[config.mk]
export PLATFORM = sky130hd
export DESIGN_NAME = dual_fifo_flags
export DESIGN_NICKNAME = d
export VERILOG_FILES = /design/src/rtl/dual_fifo_flags.sv
export SDC_FILE = /design/constraint.sdc
export NUM_CORES = 1
export LEC_CHECK = 0
export BUFFER_PORTS_ARGS = -buffer_cell sky130_fd_sc_hd__clkbuf_2
export CORE_ASPECT_RATIO = 0.5
export CORE_MARGIN = 8
export CORE_UTILIZATION = 55
export CTS_CLUSTER_SIZE = 30
export DETAILED_ROUTE_END_ITERATION = 8
export PLACE_DENSITY = 0.75
export SYNTH_ARGS = -nofsm -noshare
export SYNTH_HDL_FRONTEND = slang
export SYNTH_SLANG_ARGS = --single-unit
[constraint.sdc]
create_clock -name clk -period 14.9 [get_ports clk]
set_input_delay 2.98 -clock clk [delete_from_list [all_inputs] [get_ports clk]]
set_output_delay 2.98 -clock clk [all_outputs]
set_load 0.05 [all_outputs]
[src/rtl/dual_fifo_flags.sv]
module dual_fifo_flags #(
  parameter int DATA_W     = 32,
  parameter int DEPTH      = 8,
  parameter int THRESH     = 4,
  parameter int MBOX_N     = 4,
  parameter int CTL_W      = 32,
  parameter int IB_CLR_BIT = 25,
  parameter int OB_CLR_BIT = 26,
  parameter int MB_CLR_BIT = 27,
  parameter int XFER_BIT   = 28
) (
  input  logic              clk,
  input  logic              rst_n,
  input  logic              ctl_wr,
  input  logic [CTL_W-1:0]  ctl_wdata,
  output logic [CTL_W-1:0]  ctl_rdata,
  output logic              xfer_cnt_en,
  input  logic              ob_push,
  input  logic [DATA_W-1:0] ob_wdata,
  input  logic              ob_pop,
  output logic [DATA_W-1:0] ob_rdata,
  output logic              ob_empty,
  output logic              ob_full,
  output logic              ob_four,
  input  logic              ib_push,
  input  logic [DATA_W-1:0] ib_wdata,
  input  logic              ib_pop,
  output logic [DATA_W-1:0] ib_rdata,
  output logic              ib_empty,
  output logic              ib_full,
  output logic              ib_four,
  input  logic [MBOX_N-1:0] mbox_set,
  output logic [MBOX_N-1:0] mbox_full
);
  localparam int AW = (DEPTH > 1) ? $clog2(DEPTH) : 1;
  localparam int CW = $clog2(DEPTH + 1);
  localparam logic [CW-1:0] FULL_CNT = CW'(DEPTH);
  localparam logic [CW-1:0] THR_CNT  = CW'(THRESH);
  localparam logic [AW-1:0] LAST_SLOT = AW'(DEPTH - 1);

  // index 0 = outbound, index 1 = inbound
  logic [1:0]        push_v, pop_v, clr_v, empty_v, full_v;
  logic [DATA_W-1:0] wd_v [2];
  logic [DATA_W-1:0] rd_v [2];
  logic [CW-1:0]     cnt  [2];
  logic              mb_clr;
  logic              ctl_unused;

  assign push_v = {ib_push, ob_push};
  assign pop_v  = {ib_pop, ob_pop};
  assign clr_v  = {ctl_wr & ctl_wdata[IB_CLR_BIT], ctl_wr & ctl_wdata[OB_CLR_BIT]};
  assign mb_clr = ctl_wr & ctl_wdata[MB_CLR_BIT];
  assign wd_v[0] = ob_wdata;
  assign wd_v[1] = ib_wdata;
  assign ctl_unused = ^ctl_wdata;

  for (genvar g = 0; g < 2; g++) begin : g_fifo
    logic [DATA_W-1:0] mem [DEPTH];
    logic [AW-1:0]     wp, rp;
    logic              do_push, do_pop;

    assign do_push = push_v[g] && (cnt[g] != FULL_CNT);
    assign do_pop  = pop_v[g] && (cnt[g] != '0);

    always_ff @(posedge clk or negedge rst_n) begin
      if (!rst_n) begin
        wp <= '0;
        rp <= '0;
        cnt[g] <= '0;
      end else if (clr_v[g]) begin
        wp <= '0;
        rp <= '0;
        cnt[g] <= '0;
      end else begin
        if (do_push) wp <= (wp == LAST_SLOT) ? '0 : wp + 1'b1;
        if (do_pop)  rp <= (rp == LAST_SLOT) ? '0 : rp + 1'b1;
        cnt[g] <= cnt[g] + CW'(do_push) - CW'(do_pop);
      end
    end

    always_ff @(posedge clk) begin
      if (do_push && !clr_v[g]) mem[wp] <= wd_v[g];
    end

    assign rd_v[g]    = mem[rp];
    assign empty_v[g] = (cnt[g] == '0);
    assign full_v[g]  = (cnt[g] == FULL_CNT);

    assert_no_overflow_R5: assert property (@(posedge clk) disable iff (!rst_n)
      (full_v[g] && push_v[g] && !pop_v[g] && !clr_v[g]) |=> full_v[g]);
    assert_no_underflow_R5: assert property (@(posedge clk) disable iff (!rst_n)
      (empty_v[g] && pop_v[g] && !push_v[g] && !clr_v[g]) |=> empty_v[g]);
  end

  assign ob_rdata = rd_v[0];
  assign ib_rdata = rd_v[1];
  assign ob_empty = empty_v[0];
  assign ob_full  = full_v[0];
  assign ib_empty = empty_v[1];
  assign ib_full  = full_v[1];
  assign ob_four  = cnt[0] >= THR_CNT;
  assign ib_four  = (FULL_CNT - cnt[1]) >= THR_CNT;

  always_ff @(posedge clk or negedge rst_n) begin
    if (!rst_n)      mbox_full <= '0;
    else if (mb_clr) mbox_full <= '0;
    else             mbox_full <= mbox_full | mbox_set;
  end

  always_ff @(posedge clk or negedge rst_n) begin
    if (!rst_n)      xfer_cnt_en <= 1'b0;
    else if (ctl_wr) xfer_cnt_en <= ctl_wdata[XFER_BIT];
  end

  always_comb begin
    ctl_rdata = '0;
    ctl_rdata[XFER_BIT] = xfer_cnt_en;
  end

  assert_ob_clear_R6: assert property (@(posedge clk) disable iff (!rst_n)
    clr_v[0] |=> (ob_empty && !ob_full && !ob_four));
  assert_ib_clear_R7: assert property (@(posedge clk) disable iff (!rst_n)
    clr_v[1] |=> (ib_empty && !ib_full && ib_four));
  assert_mbox_clear_R8: assert property (@(posedge clk) disable iff (!rst_n)
    mb_clr |=> (mbox_full == '0));
  assert_xfer_bit_R9: assert property (@(posedge clk) disable iff (!rst_n)
    ctl_wr |=> (ctl_rdata[XFER_BIT] == $past(ctl_wdata[XFER_BIT])));
  assert_flags_excl_R2: assert property (@(posedge clk) disable iff (!rst_n)
    !(ob_empty && ob_full) && !(ib_empty && ib_full));
endmodule

Yosys cells after proc, flatten, opt, wreduce, memory -nomap -nowiden:

Memories as Yosys holds them, arrays and structs flattened.
Index checks and enable logic that the tools add are counted.

* bitwise operators: 4
* reductions and logical operators: 16
* order comparisons: 2
* multiplexer cells: 19
* add/sub/neg operators: 9
* equal/unequal tests: 8

Operator list (count)
* $mux 3: 12
* $add 3x1->3 const B: 4
* $eq 3x3->1 const B: 4
* $mux 4: 3
* $add 4x1->4: 2
* $eq 4x4->1 const B: 2
* $ge 4x3->1 const B: 2
* $logic_not 4->1: 2
* $ne 4x4->1 const B: 2
* $reduce_bool 2->1: 4
* $reduce_bool 4->1: 2
* $sub 4x1->4: 2
* $logic_and 1x1->1: 6
* $mux 1: 4
* $or 4x4->4: 1
* $sub 4x4->4 const A: 1
* $and 1x1->1: 3
* $logic_not 1->1: 2

* logic and storage cells: 68
* memories: 2
* bits of input ports: 107
* flip-flop bits (word level): 25
* bits in writable memories: 512

Memory list
* g_fifo[0].mem: words 8, bits a word 32, rd ports 1, clocked after Yosys merged registers in 0, wr ports 1, line 58 `logic [DATA_W-1:0] mem [DEPTH];`
* g_fifo[1].mem: words 8, bits a word 32, rd ports 1, clocked after Yosys merged registers in 0, wr ports 1, line 58

Logic depth before layout (Yosys ltp):

Gate-level depths: netlist (run 1).

* depth in word-level cells: 5
* mapped depth: 11

Least setup slack after synthesis (run 1):

OpenSTA, ideal clock, no wires.

* path type: in2reg
* start point: input ctl_wr
* end point: memory g_fifo[1].mem[2][0] (enable)
* slack: 7.531 ns
* library setup time: 0.513 ns
* required time: 14.387 ns
* stages on the path: 4
* data arrival time: 6.856 ns
* cells stage by stage: nand2_1 > clkbuf_1 > nand3_1 > nor4b_1

* longest elaborated chain between the ends: 5

RTL lines
* start, declared: line 14 `input logic ctl_wr,`
* $and 1x1->1: line 51 `assign clr_v = {ctl_wr & ctl_wdata[IB_CLR_BIT], ctl_wr & ctl_wdata[OB_CLR_BIT]};`
* $logic_not 1->1: line 82 `if (do_push && !clr_v[g]) mem[wp] <= wd_v[g];`
* $logic_and 1x1->1: line 82
* $mux 1: line 82
* $mux 1 (not written as such): line 82
* end, declared: line 58

Every way passes these cells.

Worst setup path after layout (run 1):

* start point: register g_fifo[0].rp[1]
* end point: output ob_rdata[14]

* longest elaborated chain between the ends: 1

RTL lines
* start, declared: line 59 `logic [AW-1:0] wp, rp;`
* start signal, assigned: line 76 `if (do_pop) rp <= (rp == LAST_SLOT) ? '0 : rp + 1'b1;`
* $mem_v2 8x32
* end, declared: line 21 `output logic [DATA_W-1:0] ob_rdata,`

Every way passes these cells.

==> results.yml, run 1 <==
detailed_routing:
  vias_per_cell: 5.68
  drtIter0Drc: 721
  wl_um: 39700
  dr.pass1.iters: 5
  drc: 0
  vias: 9579
  antenna_left: 0
  wl_per_cell_um: 23.6
worst_setup_path:
  worstPathRequired_ns: 11.92
  endpoint_kind: "output pin"
  cp.arrival_ns: 3.24
  path_class: "register to output pin"
  startpoint_type: "register"
  critical_path.max_fanout: 48
synthesis:
  synth_area_per_cell_um2: 22.4
  synth_compound_area_share_pct: 0.812
  syn_area_mm2: 0.0211
  synth_xor_area_share_pct: 0.124
  synth_top_family_by_area: "multiplexers"
  ys_seq_elements: 537
  synth_ff_type: "edfxtp_1"
  yosysWarnings: 0
  synthMuxAreaShare_pct: 17.5
  ys_types: 43
  synth_edf_count: 512
  synth_fa_ha_area_share_pct: 1.43
  synth_cells: 942
  async_flop_share_pct: 4.66
  ys_seq_area_share_pct: 75.8
  yosys.area_share.simple_pct: 1.68
die:
  dieArea_mm2: 0.0453
  num_rows: 50
  ios: 214
  start_util_pct: 56.1
  coreArea_mm2: 0.0376
  die_h_um: 155
  fp.dieW_um: 293
cts:
  cts.sink_count: 537
  clkTransAtPathRegs_ns: 0.07
  clockBufferDepth: 3
  cts-resized-gates: 0
  insertion_delay_ns: 0.55
  htreeDepth: 2
  postCtsHoldBufs: 0
  post_cts_buffers: 0
  cts_tree: "done"
  cts_buffers: 46
  cts_root_buffer: "clkbuf_16"
job:
  maxCapViolCount: 0
grt:
  grt.overflow.total: 0
  grt_use_total_pct: 17.6
  top_usage_layer: "met2"
  grt_pass1_vias: 10360
  grt_pass1_wl_um: 61000
  grtUsageMet2_pct: 32.9
  grt_antenna_before_repair: 1
  grtUsageMet3_pct: 3.66
  grt_max_degree: 67
  grt.met1_usage_pct: 20.7
timing:
  finalHoldViolCount: 0
  rsz0062_at_grt: "no"
  setup_tns_ns: 0
  relSlewSlack_pct: 29.6
  finalCritPeriodShare_pct: 41.8
  max_freq_ghz: 0.161
  holdWs_ns: 0.483
  setup_viol: 0
  worstMarginPinSlew_ns: 1.06
  layout_setup_ws_ns: 8.68
  slew_viol_final: 0
  worst_clock_skew_ns: 0.00973
  period_needed_ns: 6.22
power:
  pwr-share-seq_pct: 41.8
  powerDensity_mw_per_mm2: 193
  ir_drop_uv: 104
  power_mw: 4.64
  combPwrFrac_pct: 32.0
  p_switching_mw: 1.58
  p_leak_nw: 7.99
  pwr-share-clk_pct: 26.2
  p_sw_share_pct: 34.1
  intPower_mw: 3.06
layout:
  final_common_cell: "edfxtp_1"
  nFillCells: 2474
  stdcell_count: 1685
  layout_common_cells: "512 x edfxtp_1, 154 x clkbuf_2, 121 x mux4_2, 65 x mux2_2, 49 x clkbuf_16"
  drive_above_1_share_pct: 38.6
  syn_to_final_growth_pct: 13.5
  nets: 1258
place:
  dpl.hpwl_um: 22600
  dp_slack_ns: 9.13
  place_congestion: 0.750
  dp_cells: 1600
  port_buffers: 154
worst_hold_path:
  hold_class: "register to register"
outcome:
  status: "complete, no violations"
[per-stage QoR]
| stage | cell area (µm²) | utilization (%) |
|---|---|---|
| detailed placement | 22400 | 59.7 |
| global route | 24000 | 63.8 |
| floorplan | 21200 | - |
| CTS | 24000 | 63.7 |
| global placement | 22400 | 59.7 |
| finish | 24000 | 63.8 |
[sequential cells by signal (all words and copies together), names as in the netlist]
register     cells
cnt              8
g_fifo.rp        6
mbox_full        4
g_fifo.mem     512
xfer_cnt_en      1
g_fifo.wp        6
[critical path, stage by stage, from the launching register on]
cell,delay (ns)
dfrtp_4,0.66
buf_4,0.77
mux4_1,0.68
mux2_2,0.30
clkbuf_2,0.24
[final cells by class]
class	count	area (µm²)	area share, %
Clock buffer	59	1260	5.27
Sequential cell	537	16000	66.8
Multi-Input combinational cell	348	4760	19.9
Clock inverter	25	272	1.13
Tap cell	520	651	2.71
Antenna cell	1	2.50	0.0104
Timing Repair Buffer	177	943	3.94
Inverter	18	67.6	0.282
[logic make-up (layout without fill, tap and decap cells)]
kind of cell             after synthesis  in the layout
AND/OR/NAND/NOR                       64             64
adder cells (fa/ha/maj)               23             23
flip-flops                           537            537
XOR/XNOR                               3              3
other                                  1             32
buffers and inverters                 87            279
AO/OA/AOI/OAI                         29             29
multiplexers                         198            198
[cell usage after synthesis (2+ instances only)]
| cell type | number | area [µm²] |
|---|---|---|
| edfxtp_1 | 512 | 15400 |
| mux4_2 | 121 | 2730 |
| mux2_2 | 65 | 732 |
| buf_4 | 32 | 240 |
| dfrtp_1 | 25 | 626 |
| ha_1 | 21 | 263 |
| inv_1 | 18 | 67.6 |
| nand2_1 | 13 | 48.8 |
| buf_2 | 12 | 60.1 |
| buf_6 | 10 | 113 |
| clkbuf_1 | 10 | 37.5 |
| o21ai_0 | 10 | 50.1 |
| a21oi_1 | 9 | 45.0 |
| nor2_1 | 8 | 30.0 |
| mux4_1 | 7 | 184 |
| nor3_1 | 7 | 35.0 |
| nand3_1 | 6 | 30.0 |
| and2_1 | 5 | 31.3 |
| mux2i_1 | 5 | 50.1 |
| nand2b_1 | 4 | 25.0 |
| o21a_1 | 4 | 30.0 |
| buf_1 | 3 | 11.3 |
| nand3b_1 | 3 | 22.5 |
| nor4_1 | 3 | 18.8 |
| buf_8 | 2 | 30.0 |
| fa_1 | 2 | 40.0 |
| nand4_1 | 2 | 12.5 |
| nor3b_1 | 2 | 15.0 |
| o211ai_1 | 2 | 15.0 |
| or3_1 | 2 | 12.5 |
| or3b_1 | 2 | 17.5 |
| or3b_2 | 2 | 17.5 |
| or4_1 | 2 | 15.0 |
| xnor2_1 | 2 | 17.5 |
[per-layer routing]
| metal | up-vias | part of all wire, % |
|---|---|---|
| met5 | - | 0 |
| met1 | 5004 | 38 |
| met4 | 0 | 1.9 |
| met2 | 284 | 54 |
| li1 | 4230 | - |
| met3 | 61 | 5.8 |
[final timing paths]
kind / slack (ns) / from / endpoint / depth (start not counted)
worst max-delay path: 8.68 / g_fifo[0].rp[1] / ob_rdata[14] / 4
worst min-delay path: 0.48 / mbox_full[3] / mbox_full[3] / 1
worst max register to register: 12.12 / cnt[2] / g_fifo[1].mem[3][26] / 6
worst min register to register: 0.48 / mbox_full[3] / mbox_full[3] / 1
max in group asynchronous: 11.97 / rst_n / g_fifo[1].rp[1] / 1
min in group asynchronous: 2.45 / rst_n / g_fifo[0].rp[2] / 1
[power groups by stage]
stage / sequential (mW) / clock [mW] / combinational, mW
after floorplan: 1.91 / 0 / 1.22
after global placement: 1.96 / 0 / 1.49
after detailed placement: 1.97 / 0 / 1.51
after CTS: 1.94 / 1.24 / 1.52
after global routing: 1.95 / 1.30 / 1.58
final: 1.94 / 1.22 / 1.48
Note: power is estimated with default switching activity, not from simulation.
==> inputs of run 2 (changes only) <==
CORE_UTILIZATION = 53   (was 55)
PLACE_DENSITY = 0.76   (was 0.75)
clock period = 5.1 ns   (was 14.9 ns; I/O delays follow)
==> run 2 against run 1 <==
Die area increased by 3.5%. Register-to-register slack got worse by 9.8 ns. First-iteration DRC count increased by 6.2%. Critical path type unchanged. Largest power group unchanged.
==> results.yml, run 2 (synthesized netlist as in run 1, its figures left out) <==
detailed_routing:
  drtIter0Drc: 766
  vias: 9625
  antenna_left: 0
  vias_per_cell: 5.69
  wl_um: 39900
  wl_per_cell_um: 23.6
  dr.pass1.iters: 5
  drc: 0
worst_setup_path:
  cp.arrival_ns: 3.21
  worstPathCellList: "buf_4, mux4_2, mux2_2, clkbuf_2"
  slowest_delay_ns: 1.11
  critical_path.max_fanout: 53
  crit_buf_inv: 2
  cp_top_family: "flip-flops"
  reg2reg_slack_ns: 2.28
  startpoint_type: "register"
  worstReg2RegEnd: "g_fifo[1].mem[6][23]"
  path_class: "register to output pin"
  worstPathRequired_ns: 4.08
  r2r_start: "cnt[2]"
  rr_worst_depth: 6
  crit_cells: 4
  endpoint_kind: "output pin"
  crit_slowest_cell: "dfrtp_4"
layout:
  largest_register_ffs: 512
  drive_above_1_share_pct: 38.5
  stdcell_count: 1693
  top_register: "g_fifo.mem"
  syn_to_final_growth_pct: 13.2
  final_common_cell: "edfxtp_1"
  stdcell_area_mm2: 0.0239
  top_regs: "g_fifo.mem x512, cnt x8"
  nets: 1258
  layout_common_cells: "512 x edfxtp_1, 154 x clkbuf_2, 121 x mux4_2, 65 x mux2_2, 47 x clkbuf_16"
cts:
  clkTransAtPathRegs_ns: 0.06
  cts_tree: "done"
  insertion_delay_ns: 0.56
  cts_root_buffer: "clkbuf_16"
  cts_buffers: 46
  cts-resized-gates: 0
  clockBufferDepth: 3
  htreeDepth: 2
  cts.sink_count: 537
  postCtsHoldBufs: 0
  post_cts_buffers: 0
worst_hold_path:
  hold_class: "primary input to async pin"
grt:
  grt_use_total_pct: 17.0
  grt_antenna_before_repair: 2
  grt_max_degree: 54
  grt_pass1_wl_um: 61300
  grt_pass1_vias: 10450
  grt.overflow.total: 0
place:
  port_buffers: 154
  dpl_cell_area_mm2: 0.0225
  place_congestion: 0.744
  dp_cells: 1610
  dpl.hpwl_um: 23400
timing:
  finalHoldViolCount: 0
  rsz0062_at_grt: "no"
  worstMarginPinSlew_ns: 1.10
  setup_tns_ns: 0
  slew_viol_final: 0
  relSlewSlack_pct: 26.9
  setup_viol: 0
  max_freq_ghz: 0.236
  worst_clock_skew_ns: 0.0275
  period_needed_ns: 4.23
  finalCritPeriodShare_pct: 83.0
die:
  coreArea_mm2: 0.0391
  start_util_pct: 54.1
  die_h_um: 157
  dieArea_mm2: 0.0469
  ios: 214
  num_rows: 51
  fp.dieW_um: 298
power:
  powerDensity_mw_per_mm2: 559
  ir_drop_uv: 255
  p_leak_nw: 7.96
  power_mw: 13.4
outcome:
  status: "complete, no violations"
job:
  maxCapViolCount: 0
==> run 2: changes by cell type in the layout (fill, tap and decap cells not counted), sizes merged <==
cell	delta
bufinv	-2
clkbuf	-2
clkinv	+3
clkinvlp	-2
diode	+1
==> run 2: how the worst max path moves through the flow <==
| stage | from | to | slack (ns) |
|---|---|---|---|
| 2_1_floorplan | ctl_wr | g_fifo[1].mem[0][0] | 0.02 |
| 3_3_place_gp | g_fifo[0].rp[1] | ob_rdata[5] | 1.38 |
| 3_5_place_dp | g_fifo[0].rp[1] | ob_rdata[5] | 1.33 |
| 4_1_cts | g_fifo[0].rp[1] | ob_rdata[5] | 0.71 |
| 5_1_grt | g_fifo[0].rp[1] | ob_rdata[5] | 0.61 |
| 6_report | g_fifo[0].rp[1] | ob_rdata[5] | 0.87 |
==> run 2: layout make-up <==
cell class              instances  area [µm²]
diodes                          2        5.00
clock buffers                  57        1210
clock inverters                24         218
fillers                      2660       15200
inverters                      18        67.6
multi-input cells             348        4770
flip-flops and latches        537       16000
well taps                     530         663
repair buffers                177         956
==> run 2: routing by layer <==
layer	GRT usage, %	wire (µm)	up-vias
met2	31.3	21400	258
met1	20.3	15500	5067
met3	3.62	2040	69
met4	4.73	974	0
li1	-	-	4231
met5	0	0	-
==> run 2: where the power goes <==
group,leakage (nW),internal [mW],switching [mW]
Clock,0.699,1.89,1.47
Sequential,4.94,5.32,0.486
Combinational,2.33,1.56,2.65
Total,7.96,8.77,4.60
==> run 2: metrics by stage <==
step | worst slack (ns) | util, % | hold slack, ns
2_1_floorplan | 0.0151 | - | 0.584
3_3_place_gp | 1.38 | 57.5 | 0.463
3_5_place_dp | 1.33 | 57.5 | 0.467
4_1_cts | 0.709 | 61.2 | 0.457
5_1_grt | 0.613 | 61.2 | 0.506
6_report | 0.865 | 61.2 | 0.473
==> inputs of run 3 (changes only) <==
clock period = 3.4 ns   (was 5.1 ns; I/O delays follow)
==> run 3 against run 2 <==
Cell count rose by 1.1%. Combinational power rose by 59%. Critical endpoint is now ob_rdata[4]. Critical path depth is the same. Utilization grew 0.67 points. Hold slack lost 0.32 ns. Global-route usage is 0.099 points higher. Largest power group unchanged. Register-to-register slack got worse by 1.6 ns. Count of clock-buffer cells in the layout fell by 3.
==> results.yml, run 3 (synthesized netlist as in run 1, its figures left out) <==
place:
  place_congestion: 0.717
  dp_slack_ns: 0.523
  port_buffers: 154
  dpl.hpwl_um: 23400
job:
  maxCapViolCount: 0
detailed_routing:
  wl_per_cell_um: 23.5
  drtIter0Drc: 746
  antenna_left: 0
  wl_um: 40300
  dr.pass1.iters: 5
  vias_per_cell: 5.63
  vias: 9631
  drc: 0
layout:
  top_register: "g_fifo.mem"
  layout_common_cells: "512 x edfxtp_1, 154 x clkbuf_2, 121 x mux4_2, 65 x mux2_2, 47 x clkbuf_16"
  syn_to_final_growth_pct: 14.5
  nets: 1276
  largest_register_ffs: 512
  top_regs: "g_fifo.mem x512, cnt x8"
  nFillCells: 2659
  final_common_cell: "edfxtp_1"
  drive_above_1_share_pct: 39.8
power:
  powerDensity_mw_per_mm2: 834
  p_leak_nw: 8.08
  ir_drop_uv: 424
  power_mw: 20.2
worst_setup_path:
  cp_top_family: "flip-flops"
  endpoint_kind: "output pin"
  worstPathRequired_ns: 2.72
  startpoint: "g_fifo[0].rp[2]"
  worstPathCellList: "buf_4, mux4_2, mux2_2, clkbuf_2"
  r2r_start: "cnt[2]"
  rr_worst_depth: 9
  cp.arrival_ns: 2.58
  path_class: "register to output pin"
  crit_buf_inv: 2
  reg2reg_slack_ns: 0.70
  worstReg2RegEnd: "cnt[1]"
  startpoint_type: "register"
  endpoint: "ob_rdata[4]"
  crit_slowest_cell: "dfrtp_4"
  crit_cells: 4
  slowest_delay_ns: 0.73
  critical_path.max_fanout: 30
cts:
  insertion_delay_ns: 0.55
  cts_tree: "done"
  clkTransAtPathRegs_ns: 0.07
  clockBufferDepth: 3
  cts_root_buffer: "clkbuf_16"
  postCtsHoldBufs: 0
  cts_buffers: 46
  htreeDepth: 2
  cts.sink_count: 537
die:
  num_rows: 51
  die_h_um: 157
  coreArea_mm2: 0.0391
  fp.dieW_um: 298
  dieArea_mm2: 0.0469
  ios: 214
  start_util_pct: 54.1
grt:
  grt_pass1_wl_um: 62000
  grt_antenna_before_repair: 1
  grt_pass1_vias: 10425
  grt_max_degree: 36
  grt_use_total_pct: 17.1
  grt.overflow.total: 0
timing:
  finalHoldViolCount: 0
  worstMarginPinSlew_ns: 1.01
  rsz0062_at_grt: "no"
  max_freq_ghz: 0.307
  holdWs_ns: 0.151
  layout_setup_ws_ns: 0.144
  slew_viol_final: 0
  period_needed_ns: 3.26
  relSlewSlack_pct: 32.8
  setup_tns_ns: 0
  worst_clock_skew_ns: 0.0247
  finalCritPeriodShare_pct: 95.8
  setup_viol: 0
worst_hold_path:
  hold_class: "primary input to async pin"
outcome:
  status: "complete, no violations"
==> run 3: changes by cell type in the layout (fill, tap and decap cells not counted), sizes merged <==
cell and change:
buf +18, clkinv +7, clkbuf -3, bufinv -2
diode -1
==> run 3: worst reg2reg max path, delay by kind of cell (launching register included) <==
family | cells | cell delay [ns]
fa+ha+maj | 4 | 1.07
simple gates | 3 | 0.90
flops | 1 | 0.41
buf+inv | 2 | 0.19
==> run 3: repair_timing <==
action | 4_1_cts | 5_1_grt
gates resized for setup | 1 | 0
endpoints found under the setup margin | 8 | 22
setup buffers | 0 | 12
==> run 3: layout make-up <==
class | count | area [µm²] | area share, %
sequential | 537 | 16000 | 66.3
multi-input combinational | 348 | 4820 | 19.9
timing repair buffer | 195 | 1200 | 4.98
clock buffer | 54 | 1200 | 4.98
tap | 530 | 663 | 2.74
clock inverter | 29 | 191 | 0.792
inverter | 18 | 67.6 | 0.280
antenna | 1 | 2.50 | 0.0104
==> run 3: worst min-delay path by stage <==
stage / to
6_report: g_fifo[0].rp[0]
5_1_grt: xfer_cnt_en
4_1_cts: cnt[5]
3_5_place_dp: mbox_full[0]
3_3_place_gp: mbox_full[3]
2_1_floorplan: cnt[0]
==> run 3: stage by stage <==
| stage | cell area, µm² | cells | util (%) |
|---|---|---|---|
| after floorplan | 21300 | 972 | - |
| final | 24200 | 1712 | 61.9 |
| after CTS | 24100 | 1699 | 61.6 |
| after global placement | 22700 | 1616 | 58.1 |
| after detailed placement | 22700 | 1616 | 58.1 |
| after global routing | 24200 | 1712 | 61.9 |
==> run 3: where the power goes <==
| group | internal (mW) | switching, mW |
|---|---|---|
| Combinational | 2.46 | 4.19 |
| Sequential | 7.99 | 0.578 |
| Clock | 2.68 | 2.26 |
| Total | 13.1 | 7.03 |
==> run 3: routing by layer <==
| layer | GRT usage, % | routed length (µm) | up-vias |
|---|---|---|---|
| met5 | 0 | 0 | - |
| met4 | 4.18 | 748 | 0 |
| met3 | 3.65 | 1910 | 67 |
| met2 | 30.3 | 21000 | 243 |
| met1 | 21.6 | 16600 | 5054 |
| li1 | - | - | 4267 |
